## src/rtl/cbo_pkg.sv

```systemverilog
package cbo_pkg;
  typedef enum logic [2:0] {
    OP_NONE  = 3'd0,
    OP_INVAL = 3'd1,
    OP_CLEAN = 3'd2,
    OP_FLUSH = 3'd3,
    OP_ZERO  = 3'd4
  } cbo_op_e;

  typedef enum logic [3:0] {
    EXC_NONE  = 4'd0,
    EXC_ILL   = 4'd1,
    EXC_VIRT  = 4'd2,
    EXC_SPF   = 4'd3,
    EXC_GSPF  = 4'd4
  } cbo_exc_e;

  localparam int EN_ZERO_BIT = 0;
  localparam int EN_CF_BIT   = 1;
  localparam int EN_INV_BIT  = 2;
  localparam int EN_W        = 3;

  localparam logic [1:0] PRIV_U = 2'd0;
  localparam logic [1:0] PRIV_M = 2'd3;

  localparam logic [6:0] OPC_MISC_MEM = 7'b0001111;
  localparam logic [2:0] F3_CBO       = 3'b010;
endpackage

```

## src/rtl/cbo_field_decode.sv

```systemverilog
module cbo_field_decode
  import cbo_pkg::*;
#(
  parameter bit MGMT_EN = 1'b1,
  parameter bit ZERO_EN = 1'b1
) (
  input  logic [31:0] instr,
  output logic        is_cbo,
  output cbo_op_e     op,
  output logic        unsupported
);
  logic frame_ok;

  assign frame_ok = (instr[6:0] == OPC_MISC_MEM) && (instr[14:12] == F3_CBO) &&
                    (instr[11:7] == 5'd0) && (instr[31:25] == 7'd0);

  always_comb begin
    is_cbo      = 1'b0;
    op          = OP_NONE;
    unsupported = 1'b0;
    if (frame_ok) begin
      unique case (instr[24:20])
        5'b00000: begin is_cbo = 1'b1; op = OP_INVAL; unsupported = !MGMT_EN; end
        5'b00001: begin is_cbo = 1'b1; op = OP_CLEAN; unsupported = !MGMT_EN; end
        5'b00010: begin is_cbo = 1'b1; op = OP_FLUSH; unsupported = !MGMT_EN; end
        5'b00100: begin is_cbo = 1'b1; op = OP_ZERO;  unsupported = !ZERO_EN; end
        default:  begin is_cbo = 1'b0; op = OP_NONE; end
      endcase
    end
  end
endmodule

```

## src/rtl/cbo_env_gate.sv

```systemverilog
module cbo_env_gate
  import cbo_pkg::*;
(
  input  logic            is_cbo,
  input  cbo_op_e         op,
  input  logic            unsupported,
  input  logic [1:0]      priv,
  input  logic            virt,
  input  logic [EN_W-1:0] m_en,
  input  logic [EN_W-1:0] h_en,
  input  logic [EN_W-1:0] s_en,
  output cbo_exc_e        cause
);
  logic [EN_W-1:0] sel;

  always_comb begin
    sel = '0;
    unique case (op)
      OP_INVAL: sel[EN_INV_BIT]  = 1'b1;
      OP_ZERO:  sel[EN_ZERO_BIT] = 1'b1;
      default:  sel[EN_CF_BIT]   = 1'b1;
    endcase
  end

  always_comb begin
    cause = EXC_NONE;
    if (unsupported) begin
      cause = EXC_ILL;
    end else if (is_cbo && priv != PRIV_M) begin
      if ((m_en & sel) == '0)
        cause = EXC_ILL;
      else if (virt && (h_en & sel) == '0)
        cause = EXC_VIRT;
      else if (priv == PRIV_U && (s_en & sel) == '0)
        cause = virt ? EXC_VIRT : EXC_ILL;
    end
  end
endmodule

```

## src/rtl/cbo_access_check.sv

```systemverilog
module cbo_access_check
  import cbo_pkg::*;
(
  input  cbo_op_e  op,
  input  logic     load_ok,
  input  logic     store_ok,
  input  logic     virt,
  output logic     granted,
  output cbo_exc_e cause
);
  always_comb begin
    if (op == OP_ZERO)
      granted = store_ok;
    else if (load_ok)
      granted = 1'b1;
    else
      granted = store_ok;
    if (granted)
      cause = EXC_NONE;
    else
      cause = virt ? EXC_GSPF : EXC_SPF;
  end
endmodule

```

## src/rtl/cbo_decode_check.sv

```systemverilog
module cbo_decode_check
  import cbo_pkg::*;
#(
  parameter int AW      = 32,
  parameter int MBLK    = 64,
  parameter int ZBLK    = 64,
  parameter bit MGMT_EN = 1'b1,
  parameter bit ZERO_EN = 1'b1
) (
  input  logic          clk,
  input  logic          rst,
  input  logic          in_valid,
  input  logic [31:0]   instr,
  input  logic [AW-1:0] rs1_val,
  input  logic [1:0]    priv,
  input  logic          virt,
  input  logic [2:0]    m_en,
  input  logic [2:0]    h_en,
  input  logic [2:0]    s_en,
  input  logic          load_ok,
  input  logic          store_ok,
  output logic          out_valid,
  output logic          is_cbo,
  output logic [2:0]    op,
  output logic [AW-1:0] aligned_addr,
  output logic          enable_ok,
  output logic          perm_ok,
  output logic [3:0]    exc_cause,
  output logic [AW-1:0] fault_addr
);
  localparam logic [AW-1:0] MMASK = AW'(MBLK - 1);
  localparam logic [AW-1:0] ZMASK = AW'(ZBLK - 1);

  logic          d_cbo, d_unsup;
  cbo_op_e       d_op;
  cbo_exc_e      env_cause, acc_cause, fin_cause;
  logic          acc_granted, d_en, d_perm;
  logic [AW-1:0] d_aligned;

  cbo_field_decode #(.MGMT_EN(MGMT_EN), .ZERO_EN(ZERO_EN)) u_dec (
    .instr(instr), .is_cbo(d_cbo), .op(d_op), .unsupported(d_unsup)
  );

  cbo_env_gate u_gate (
    .is_cbo(d_cbo), .op(d_op), .unsupported(d_unsup), .priv(priv), .virt(virt),
    .m_en(m_en), .h_en(h_en), .s_en(s_en), .cause(env_cause)
  );

  cbo_access_check u_acc (
    .op(d_op), .load_ok(load_ok), .store_ok(store_ok), .virt(virt),
    .granted(acc_granted), .cause(acc_cause)
  );

  always_comb begin
    if (!d_cbo)
      d_aligned = '0;
    else if (d_op == OP_ZERO)
      d_aligned = rs1_val & ~ZMASK;
    else
      d_aligned = rs1_val & ~MMASK;
    d_en   = d_cbo && (env_cause == EXC_NONE);
    d_perm = d_en && acc_granted;
    if (!d_cbo)
      fin_cause = EXC_NONE;
    else if (env_cause != EXC_NONE)
      fin_cause = env_cause;
    else
      fin_cause = acc_cause;
  end

  always_ff @(posedge clk) begin
    if (rst) begin
      out_valid    <= 1'b0;
      is_cbo       <= 1'b0;
      op           <= OP_NONE;
      aligned_addr <= '0;
      enable_ok    <= 1'b0;
      perm_ok      <= 1'b0;
      exc_cause    <= EXC_NONE;
      fault_addr   <= '0;
    end else begin
      out_valid <= in_valid;
      if (in_valid) begin
        is_cbo       <= d_cbo;
        op           <= d_op;
        aligned_addr <= d_aligned;
        enable_ok    <= d_en;
        perm_ok      <= d_perm;
        exc_cause    <= fin_cause;
        fault_addr   <= (fin_cause == EXC_SPF || fin_cause == EXC_GSPF) ? d_aligned : '0;
      end
    end
  end
endmodule

```

## config.mk

```make
export PLATFORM = sky130hd
export DESIGN_NAME = cbo_decode_check
export DESIGN_NICKNAME = d
export VERILOG_FILES = /design/src/rtl/cbo_pkg.sv /design/src/rtl/cbo_field_decode.sv /design/src/rtl/cbo_env_gate.sv /design/src/rtl/cbo_access_check.sv /design/src/rtl/cbo_decode_check.sv
export SDC_FILE = /design/constraint.sdc
export NUM_CORES = 1
export LEC_CHECK = 0
export CAP_MARGIN = 20
export CORE_MARGIN = 1.5
export CORE_UTILIZATION = 67
export DETAILED_ROUTE_END_ITERATION = 8
export DONT_BUFFER_PORTS = 1
export PLACE_DENSITY = 0.83
export SLEW_MARGIN = 20
export SYNTH_ARGS = -nofsm -noshare
export SYNTH_HDL_FRONTEND = slang
export SYNTH_SLANG_ARGS = --single-unit
```

## constraint.sdc

```tcl
create_clock -name clk -period 6.73 [get_ports clk]
set_input_delay 1.6825 -clock clk [delete_from_list [all_inputs] [get_ports clk]]
set_output_delay 1.6825 -clock clk [all_outputs]
set_load 0.02 [all_outputs]
```

## Word-level counts from Yosys, hierarchy flattened

Index checks and enable logic that the tools add are counted.

- Add/sub/neg operators: 0
- Multipliers: 0
- Div/mod/pow operators: 0
- Order comparisons: 0
- Equality and inequality tests: 10
- Shift-type cells: 0
- Mux-type cells: 20
- Bitwise operators: 3
- Reduce and logical (&&, ||, !) cells: 20

Operator list:

| cell | count |
|---|---|
| 2-to-1 mux 32 bit | 2 |
| 2-to-1 mux 4 bit | 7 |
| one-hot mux 3 bit (4 select lines) | 1 |
| zero test 5 bit | 2 |
| bitwise AND 3 bit | 3 |
| zero test 3 bit | 3 |
| logical AND 1 bit | 8 |
| == test 7 x 4 -> 1 bit (second input constant) | 1 |
| zero test 7 bit | 1 |
| 2-to-1 mux 1 bit | 7 |
| 2-to-1 mux 3 bit | 2 |
| == test 5 x 1 -> 1 bit (second input constant) | 1 |
| == test 5 x 2 -> 1 bit (second input constant) | 1 |
| == test 5 x 3 -> 1 bit (second input constant) | 1 |
| == test 4 x 2 -> 1 bit (second input constant) | 1 |
| == test 4 x 3 -> 1 bit (second input constant) | 1 |
| zero test 4 bit | 1 |
| nonzero test 4 bit | 1 |
| OR reduction 4 bit | 1 |
| == test 3 x 1 -> 1 bit (second input constant) | 1 |
| == test 3 x 2 -> 1 bit (second input constant) | 1 |
| == test 3 bit (second input constant) | 1 |
| zero test 2 bit | 1 |
| 2-to-1 mux 2 bit | 1 |
| 3 further kinds | 3 |

- Register bits: 75
- Bits in latches: 0
- Bits in writable memories: 0
- Memory bits (read-only): 0
- Input port bits: 81
- Output and inout bits: 75
- Logic and storage cells: 61
- Memories kept: 0

## Logic depth before layout (Yosys ltp)

Gate-level depths: netlist of the first run.

- Word-level depth: 21
- Depth in mapped cells: 9
- Mapped depth without buffers: 7

## Modules after synthesis

From an unflattened synthesis of the first run, not the netlist that was laid out.

- Cell total of the unflattened synthesis: 354
- Area, all modules: 3,193.1 µm²

Modules (own cells, without submodules):

| module | instances | cells each | area an instance (µm²) | sequential area each (µm²) |
|---|---|---|---|---|
| cbo_decode_check | 1 | 297 | 2,761.4 | 1,261.2 |
| cbo_env_gate | 1 | 31 | 211.5 | 0.0 |
| cbo_field_decode | 1 | 18 | 160.2 | 0.0 |
| cbo_access_check | 1 | 8 | 60.1 | 0.0 |

## Least setup slack after synthesis of the first run

OpenSTA, ideal clock, no wires.

- Kind: input to register
- From: input instr[10]
- To: register fault_addr[18]
- Library setup time: 67 ps
- Arrival: 3,965 ps
- Data required time: 6,663 ps
- Slack: 2,698 ps
- Cell stages on the path: 8
- Path buffers: 1
- Cells stage by stage: or4_1 nor4_4 nand3_1 mux2_1 a211o_1 a211o_4 buf_6 o21ai_2

- Word-level cells in the longest chain between the ends: 20
- Elaborated cells on any way between the ends: 34
- Classes of those cells: 4 x eq/ne; 15 x mux; 3 x bitwise; 12 x reduce/logical

RTL lines:

| element | RTL line | source |
|---|---|---|
| from (decl) | cbo_decode_check.sv:13 | `input logic [31:0] instr,` |
| zero test 5 bit (*) | cbo_field_decode.sv:15 | `(instr[11:7] == 5'd0) && (instr[31:25] == 7'd0);` |
| logical AND 1 bit (*) | cbo_field_decode.sv:14 | `assign frame_ok = (instr[6:0] == OPC_MISC_MEM) && (instr[14:12] == F3_CBO) &&` |
| logical AND 1 bit (*) | cbo_field_decode.sv:15 |  |
| 2-to-1 mux 3 bit | cbo_field_decode.sv:21 | `if (frame_ok) begin` |
| == test 3 bit / == test 3 x 1 -> 1 bit (equally long branches) | cbo_env_gate.sv:18, cbo_access_check.sv:12 |  |
| OR reduction 2 bit (no line) | n/a |  |
| 2-to-1 mux 1 bit | cbo_env_gate.sv:18 | `unique case (op)` |
| bitwise AND 3 bit | cbo_env_gate.sv:34 | `else if (priv == PRIV_U && (s_en & sel) == '0)` |
| (+4 left out) | n/a |  |
| 2-to-1 mux 4 bit | cbo_env_gate.sv:30 | `if ((m_en & sel) == '0)` |
| 2-to-1 mux 4 bit | cbo_env_gate.sv:29 | `end else if (is_cbo && priv != PRIV_M) begin` |
| nonzero test 4 bit | cbo_decode_check.sv:65 | `else if (env_cause != EXC_NONE)` |
| 2-to-1 mux 4 bit | cbo_decode_check.sv:65 |  |
| 2-to-1 mux 4 bit | cbo_decode_check.sv:63 | `if (!d_cbo)` |
| == test 4 x 2 -> 1 bit / == test 4 x 3 -> 1 bit (equally long branches) | cbo_decode_check.sv:90 | `fault_addr <= (fin_cause == EXC_SPF \|\| fin_cause == EXC_GSPF) ? d_aligned : '0;` |
| logical OR 1 bit | cbo_decode_check.sv:90 |  |
| 2-to-1 mux 32 bit (*) | cbo_decode_check.sv:90 |  |
| to (signal assigned) | cbo_decode_check.sv:90 |  |
| to (decl) | cbo_decode_check.sv:29 | `output logic [AW-1:0] fault_addr` |

Mark *: on every way between the ends. The rest lies on a longest branch, timed or not.
A chain may end at the register's enable or synchronous reset.

## Worst setup path in the final report of the first run

- From: input instr[10]
- To: register exc_cause[1]

- Word-level cells in the longest chain between the ends: 17
- Elaborated cells on any way between the ends: 29
- Classes of those cells: 2 x eq/ne; 13 x mux; 3 x bitwise; 11 x reduce/logical

RTL lines:

| element | RTL line | source |
|---|---|---|
| zero test 5 bit (*) | cbo_field_decode.sv:15 |  |
| logical AND 1 bit (*) | cbo_field_decode.sv:14 |  |
| logical AND 1 bit (*) | cbo_field_decode.sv:15 |  |
| 2-to-1 mux 3 bit | cbo_field_decode.sv:21 |  |
| == test 3 bit / == test 3 x 1 -> 1 bit (equally long branches) | cbo_env_gate.sv:18, cbo_access_check.sv:12 |  |
| OR reduction 2 bit (no line) | n/a |  |
| 2-to-1 mux 1 bit | cbo_env_gate.sv:18 |  |
| bitwise AND 3 bit | cbo_env_gate.sv:34 |  |
| zero test 3 bit | cbo_env_gate.sv:34 |  |
| logical AND 1 bit | cbo_env_gate.sv:34 |  |
| 2-to-1 mux 4 bit | cbo_env_gate.sv:34 |  |
| 2-to-1 mux 4 bit | cbo_env_gate.sv:32 | `else if (virt && (h_en & sel) == '0)` |
| 2-to-1 mux 4 bit | cbo_env_gate.sv:30 |  |
| 2-to-1 mux 4 bit | cbo_env_gate.sv:29 |  |
| nonzero test 4 bit | cbo_decode_check.sv:65 |  |
| 2-to-1 mux 4 bit | cbo_decode_check.sv:65 |  |
| 2-to-1 mux 4 bit (*) | cbo_decode_check.sv:63 |  |
| to (signal assigned) | cbo_decode_check.sv:89 | `exc_cause <= fin_cause;` |
| to (decl) | cbo_decode_check.sv:28 | `output logic [3:0] exc_cause,` |

Marks and branches as above.

==> results of run 1 <==
worst max path at each step:
stage	startpoint	end	slack [ps]	depth (start not counted)
after floorplan	instr[10]	fault_addr[18]$_SDFFE_PP0P_	2700	8
final	instr[10]	exc_cause[1]$_SDFFE_PP0P_	2590	8
after global placement	instr[10]	exc_cause[1]$_SDFFE_PP0P_	2260	8
after CTS	instr[10]	exc_cause[1]$_SDFFE_PP0P_	2600	8
after detailed placement	instr[10]	exc_cause[1]$_SDFFE_PP0P_	2250	8
after global routing	instr[10]	exc_cause[1]$_SDFFE_PP0P_	2420	8
per-stage QoR:
step / hold WS (ps) / area, sq um / util [%] / total power, mW
6_report: 552 / 2800 / 74.3 / 0.674
5_1_grt: 580 / 2800 / 74.3 / 0.699
4_1_cts: 556 / 2800 / 74.3 / 0.681
3_5_place_dp: 547 / 2630 / 69.7 / 0.398
3_3_place_gp: 542 / 2630 / 69.7 / 0.398
2_1_floorplan: 536 / 2750 / - / 0.408
power by group:
part / switching [mW] / leakage, nW / total (mW) / internal [mW]
Clock: 0.125 / 0.0914 / 0.284 / 0.159
Combinational: 0.0141 / 0.360 / 0.0221 / 0.00803
Sequential: 0.000542 / 0.499 / 0.368 / 0.367
Total: 0.140 / 0.951 / 0.674 / 0.535
synth_stat cells, types with 3 or more instances:
library cell  count  area [sq um]
dfxtp_1          62          1240
a21oi_1          33           165
a21o_1            3          22.5
mux2i_1           3          30.0
nand2_1          59           221
nand2b_1         27           169
o21ai_0           9          45.0
clkbuf_1         19          71.3
o21ai_2          20           175
buf_4            14           105
nand3_1          28           140
mux2_2            3          33.8
nor2_1            9          33.8
cell families (layout without fill, tap and decap cells):
| group | Yosys count | after routing | share of synthesized area [%] |
|---|---|---|---|
| buffers and inverters | 37 | 18 | 7.64 |
| muxes | 7 | 7 | 2.78 |
| and+or+nand+nor | 138 | 138 | 25.5 |
| DFF | 62 | 62 | 45.9 |
| AOI/OAI and AO/OA | 72 | 72 | 17.8 |
| xor gates and xnor gates | 1 | 1 | 0.324 |
| other | 1 | 13 | 0.139 |
area by class of cell:
class,count,share of cell area (%)
clock inverters,1,0.179
well taps,48,2.14
inverters,2,0.268
clock buffers,13,6.03
multi-input cells,231,46.5
flip-flops and latches,62,44.3
repair buffers,2,0.536
metal layers:
metal	track usage, %	vias to the layer above	routed length, um
li1	-	1038	-
met1	27.3	952	2140
met2	42.5	95	2730
met3	11.1	2	623
met4	10.7	0	21
met5	0	-	0
flip-flops by register name, summed over array words and instances (netlist names):
signal	flops
exc_cause	3
is_cbo	1
fault_addr	26
aligned_addr	26
enable_ok	1
op	3
perm_ok	1
out_valid	1
worst max-delay path: cells and delay by family:
kind / cells / cell delay, ps
simple gates: 3 / 1140
compound gates: 4 / 1150
buf+inv: 1 / 420
==> impl_metrics.yaml, run 1 <==
finish:
  area_growth_pct: 3.61
  nets: 389
  multi_input_area_sq_mm: 0.00130
  fin_cells: 359
  layout_commonest_cell: "dfxtp_1"
  num-fill-cells: 295
  seq_area_sq_mm: 0.00124
  most-common-layout-cells: "62 x dfxtp_1, 59 x nand2_1, 33 x a21oi_1"
  drive_above_1_share_pct: 13.5
  diodes: 0
setup_path:
  r2r_slack_ps: 5950
  worstPathCellList: "or4_1 -> nor4_4 -> o211a_1 -> buf_4 -> and2_1 -> o2111ai_1 -> o21ai_0 -> a22o_1"
  slowest_stage: "o211a_1"
  cp_data_required_time_ps: 6990
  crit_type: "primary input to flip-flop"
  cp_max_fo: 29
  r2r-end: "is_cbo$_SDFFE_PP0P_"
  crit_arrival_ps: 4410
  r2r-start: "is_cbo$_SDFFE_PP0P_"
  reg2reg_depth: 2
  slowest_delay_ps: 770
  end_kind: "flip-flop"
  worstSetupStartpointType: "primary input"
place:
  dpl.cell_count: 345
  dp_hpwl_um: 3830
  place.gp.congestion: 0.788
  place_ws_ps: 2250
  io_buffer_count: 0
sta:
  relSlewSlack_pct: 43.2
  setup_ws_ps: 2590
  rsz0062_at_grt: "false"
  maxSlewViolCount: 0
  setup_tns_ps: 0
  post-route-min-period_ps: 4140
  worst_pin_slew_ps: 852
  fin_skew_ps: 0
  setup_viol: 0
  hold_viol: 0
  fmax_mhz: 241
  min_period_over_period_pct: 61.6
grt:
  grt.total_usage_pct: 25.2
  grt_pass1_wl_um: 8360
  grt_max_degree: 58
  antenna_found_initial: 0
  overflow: 0
  grt_pass1_vias: 1903
logic_synthesis:
  yosysUniqueCellTypes: 37
  netlist_area_sq_mm: 0.00270
  syn_avg_cell_area_sq_um: 8.50
  synthArstFlopShare_pct: 0
  ys_warn_count: 0
  synth-seq-cells: 62
  synth_edf_count: 0
  synth_ff_type: "dfxtp_1"
  synth.yosys.seq_area_share_pct: 45.9
  syn_inst: 318
hold_path:
  holdPathEnd: "fault_addr[29]$_SDFFE_PP0P_"
  hp-class: "flip-flop to flip-flop"
  hp-start: "fault_addr[29]$_SDFFE_PP0P_"
  holdPathStages: 2
die:
  io_pins: 156
  row_count: 22
  dieArea_sq_mm: 0.00443
  floorplan.die.height_um: 66.5
  die_x_um: 66.5
  coreArea_sq_mm: 0.00377
  initial_core_util_pct: 71.7
routing:
  viasPerCell: 5.81
  drt_pass1_iterations: 4
  drt-initial-drc-count: 124
  remaining_drc_errors: 0
  wl_per_cell_um: 15.4
  vias: 2087
  routed_wl_um: 5510
  ant_nets: 0
power:
  power_density_mw_per_mm2: 241
  vdd_ir_drop_max_mv: 0.179
  p_leak_nw: 0.951
cts:
  clk_pin_slew_ps: 60
  cts_hold_buf: 0
  cts_tree: "done"
  cts_root_buf: "clkbuf_8"
  ctsResizeCount: 0
  numCtsBuffers: 9
  htree_num_levels: 3
  worst_skew_pair.late_latency_ps: 310
  cts_max_path_buffers: 2
  cts_setup_buffers: 0
  clkSinkCount: 62
run:
  drv_cap: 0
outcome:
  status: "complete, no violations"
Power figures use the tool's default switching activity.
==> inputs of run 2 (changes only) <==
--- a/config.mk
+++ b/config.mk
@@ -7,10 +7,10 @@
 export LEC_CHECK = 0
 export CAP_MARGIN = 20
 export CORE_MARGIN = 1.5
-export CORE_UTILIZATION = 67
+export CORE_UTILIZATION = 56
 export DETAILED_ROUTE_END_ITERATION = 8
 export DONT_BUFFER_PORTS = 1
-export PLACE_DENSITY = 0.83
+export PLACE_DENSITY = 0.74
 export SLEW_MARGIN = 20
 export SYNTH_ARGS = -nofsm -noshare
 export SYNTH_HDL_FRONTEND = slang
==> constraint.sdc (replaced) <==
create_clock -name clk -period 3.45 [get_ports clk]
set_input_delay 0.8625 -clock clk [delete_from_list [all_inputs] [get_ports clk]]
set_output_delay 0.8625 -clock clk [all_outputs]
set_load 0.02 [all_outputs]
==> run 2 against run 1 <==
Net effect:
- sequential share of layout area shrank 1.3 points
- final cell count grew 2.5%
- utilization shrank 13 points
- final area grew 3.1%
- register-to-register slack lost 3200 ps
- worst hold slack gained 2.2 ps
- first-iteration DRC count shrank 35%
- combinational power grew 94%
- global-route usage shrank 2.1 points
- non-clock buffer count grew 1
- power grew 120%
- worst setup slack lost 2200 ps
- largest cell class unchanged
- largest power group is now clock
==> impl_metrics.yaml, run 2 (synthesized netlist as in run 1, its figures left out) <==
sta:
  hold_viol: 0
  fin_hold_ws_ps: 554
  worst_pin_slew_ps: 666
  setup_tns_ps: 0
  relSlewSlack_pct: 55.6
  post-route-min-period_ps: 3060
  maxSlewViolCount: 0
  fin_skew_ps: 0
  min_period_over_period_pct: 88.6
  fmax_mhz: 327
  setup_viol: 0
  setup_ws_ps: 392
  rsz0062_at_grt: "false"
die:
  initial_core_util_pct: 57.6
  dieArea_sq_mm: 0.00525
  row_count: 25
  coreArea_sq_mm: 0.00469
  io_pins: 156
  floorplan.die.height_um: 72.5
  die_x_um: 72.5
setup_path:
  r2r-end: "aligned_addr[25]$_SDFFE_PP0P_"
  worstPathCellList: "or4_1 -> nor4_4 -> and3_1 -> mux2i_1 -> a211o_1 -> a211o_4 -> o21ai_0"
  cp_num_cells: 7
  worstSetupStartpointType: "primary input"
  path_buf_inv: 0
  cp_max_fo: 27
  crit_type: "primary input to flip-flop"
  cp-endpoint: "fault_addr[16]$_SDFFE_PP0P_"
  slowest_delay_ps: 570
  cp_data_required_time_ps: 3710
  r2r-start: "aligned_addr[25]$_SDFFE_PP0P_"
  crit_family: "simple AND/OR/NAND/NOR gates"
  slowest_stage: "or4_1"
  end_kind: "flip-flop"
  crit_arrival_ps: 3320
  reg2reg_depth: 2
  crit_start: "instr[10]"
  r2r_slack_ps: 2710
finish:
  num-fill-cells: 408
  layout_commonest_cell: "dfxtp_1"
  top_regs: "aligned_addr (26), fault_addr (26)"
  diodes: 0
  drive_above_1_share_pct: 14.6
  area_growth_pct: 6.80
  most-common-layout-cells: "62 x dfxtp_1, 59 x nand2_1, 33 x a21oi_1"
  nets: 390
grt:
  grt_pass1_wl_um: 9270
  overflow: 0
  grt_max_degree: 58
  grt.total_usage_pct: 23.1
  grt_pass1_vias: 1931
  antenna_found_initial: 0
routing:
  drt-initial-drc-count: 81
  wl_met3_um: 568
  ant_nets: 0
  routed_wl_um: 5870
  remaining_drc_errors: 0
  vias: 2107
  viasPerCell: 5.73
  wl_met1_um: 2370
  drt_pass1_iterations: 4
  wl_met2_um: 2880
  highest_layer: "met4"
  wl_per_cell_um: 16.0
place:
  place_ws_ps: 25.4
  dp_hpwl_um: 3800
  place.gp.congestion: 0.786
  io_buffer_count: 0
cts:
  worst_skew_pair.late_latency_ps: 340
  cts_hold_buf: 0
  htree_num_levels: 3
  cts_root_buf: "clkbuf_8"
  numCtsBuffers: 9
  cts_max_path_buffers: 2
  clkSinkCount: 62
  ctsResizeCount: 0
  clk_pin_slew_ps: 70
  cts_setup_buffers: 0
  cts_tree: "done"
hold_path:
  hp-class: "flip-flop to flip-flop"
run:
  drv_cap: 0
power:
  vdd_ir_drop_max_mv: 0.340
  p_leak_nw: 0.983
  power_density_mw_per_mm2: 516
outcome:
  status: "complete, no violations"
## run 2: layout make-up
class                   count  area (sq um)  share of cell area [%]
inverters                   2          7.51                   0.260
multi-input cells         231          1300                    45.1
clock buffers              11           151                    5.24
flip-flops and latches     62          1240                    43.0
repair buffers              3          35.0                    1.21
well taps                  54          67.6                    2.34
clock inverters             5          81.3                    2.82
## run 2: layer usage
metal	up-vias	GRT usage (%)
met1	970	26.6
met4	0	7.55
met5	-	0
met3	5	12.4
li1	1040	-
met2	92	36.9
## run 2: worst min path at each step
stage | to | start | slack (ps) | cells past startpoint
3_3_place_gp | fault_addr[7]$_SDFFE_PP0P_ | fault_addr[7]$_SDFFE_PP0P_ | 540 | 2
6_report | fault_addr[31]$_SDFFE_PP0P_ | fault_addr[31]$_SDFFE_PP0P_ | 550 | 2
5_1_grt | aligned_addr[18]$_SDFFE_PP0P_ | rst | 560 | 1
4_1_cts | fault_addr[31]$_SDFFE_PP0P_ | fault_addr[31]$_SDFFE_PP0P_ | 560 | 2
2_1_floorplan | fault_addr[11]$_SDFFE_PP0P_ | fault_addr[11]$_SDFFE_PP0P_ | 540 | 2
3_5_place_dp | fault_addr[31]$_SDFFE_PP0P_ | fault_addr[31]$_SDFFE_PP0P_ | 550 | 2
## run 2: tightest hold or removal path, stage by stage (launching register included)
cell and delay, ps:
dfxtp_1 370, nand2_1 100, o21ai_2 50
## run 2: power by group
| part | switching [mW] | internal, mW |
|---|---|---|
| Clock | 0.285 | 0.446 |
| Combinational | 0.0273 | 0.0156 |
| Sequential | 0.000991 | 0.716 |
## run 2: per-stage QoR
stage,area [sq um],std cells,power (mW),util (%)
after floorplan,2750,330,0.795,-
after global placement,2660,352,0.776,56.6
after detailed placement,2660,352,0.776,56.6
after CTS,2890,368,1.51,61.5
after global routing,2890,368,1.55,61.5
final,2890,368,1.49,61.5
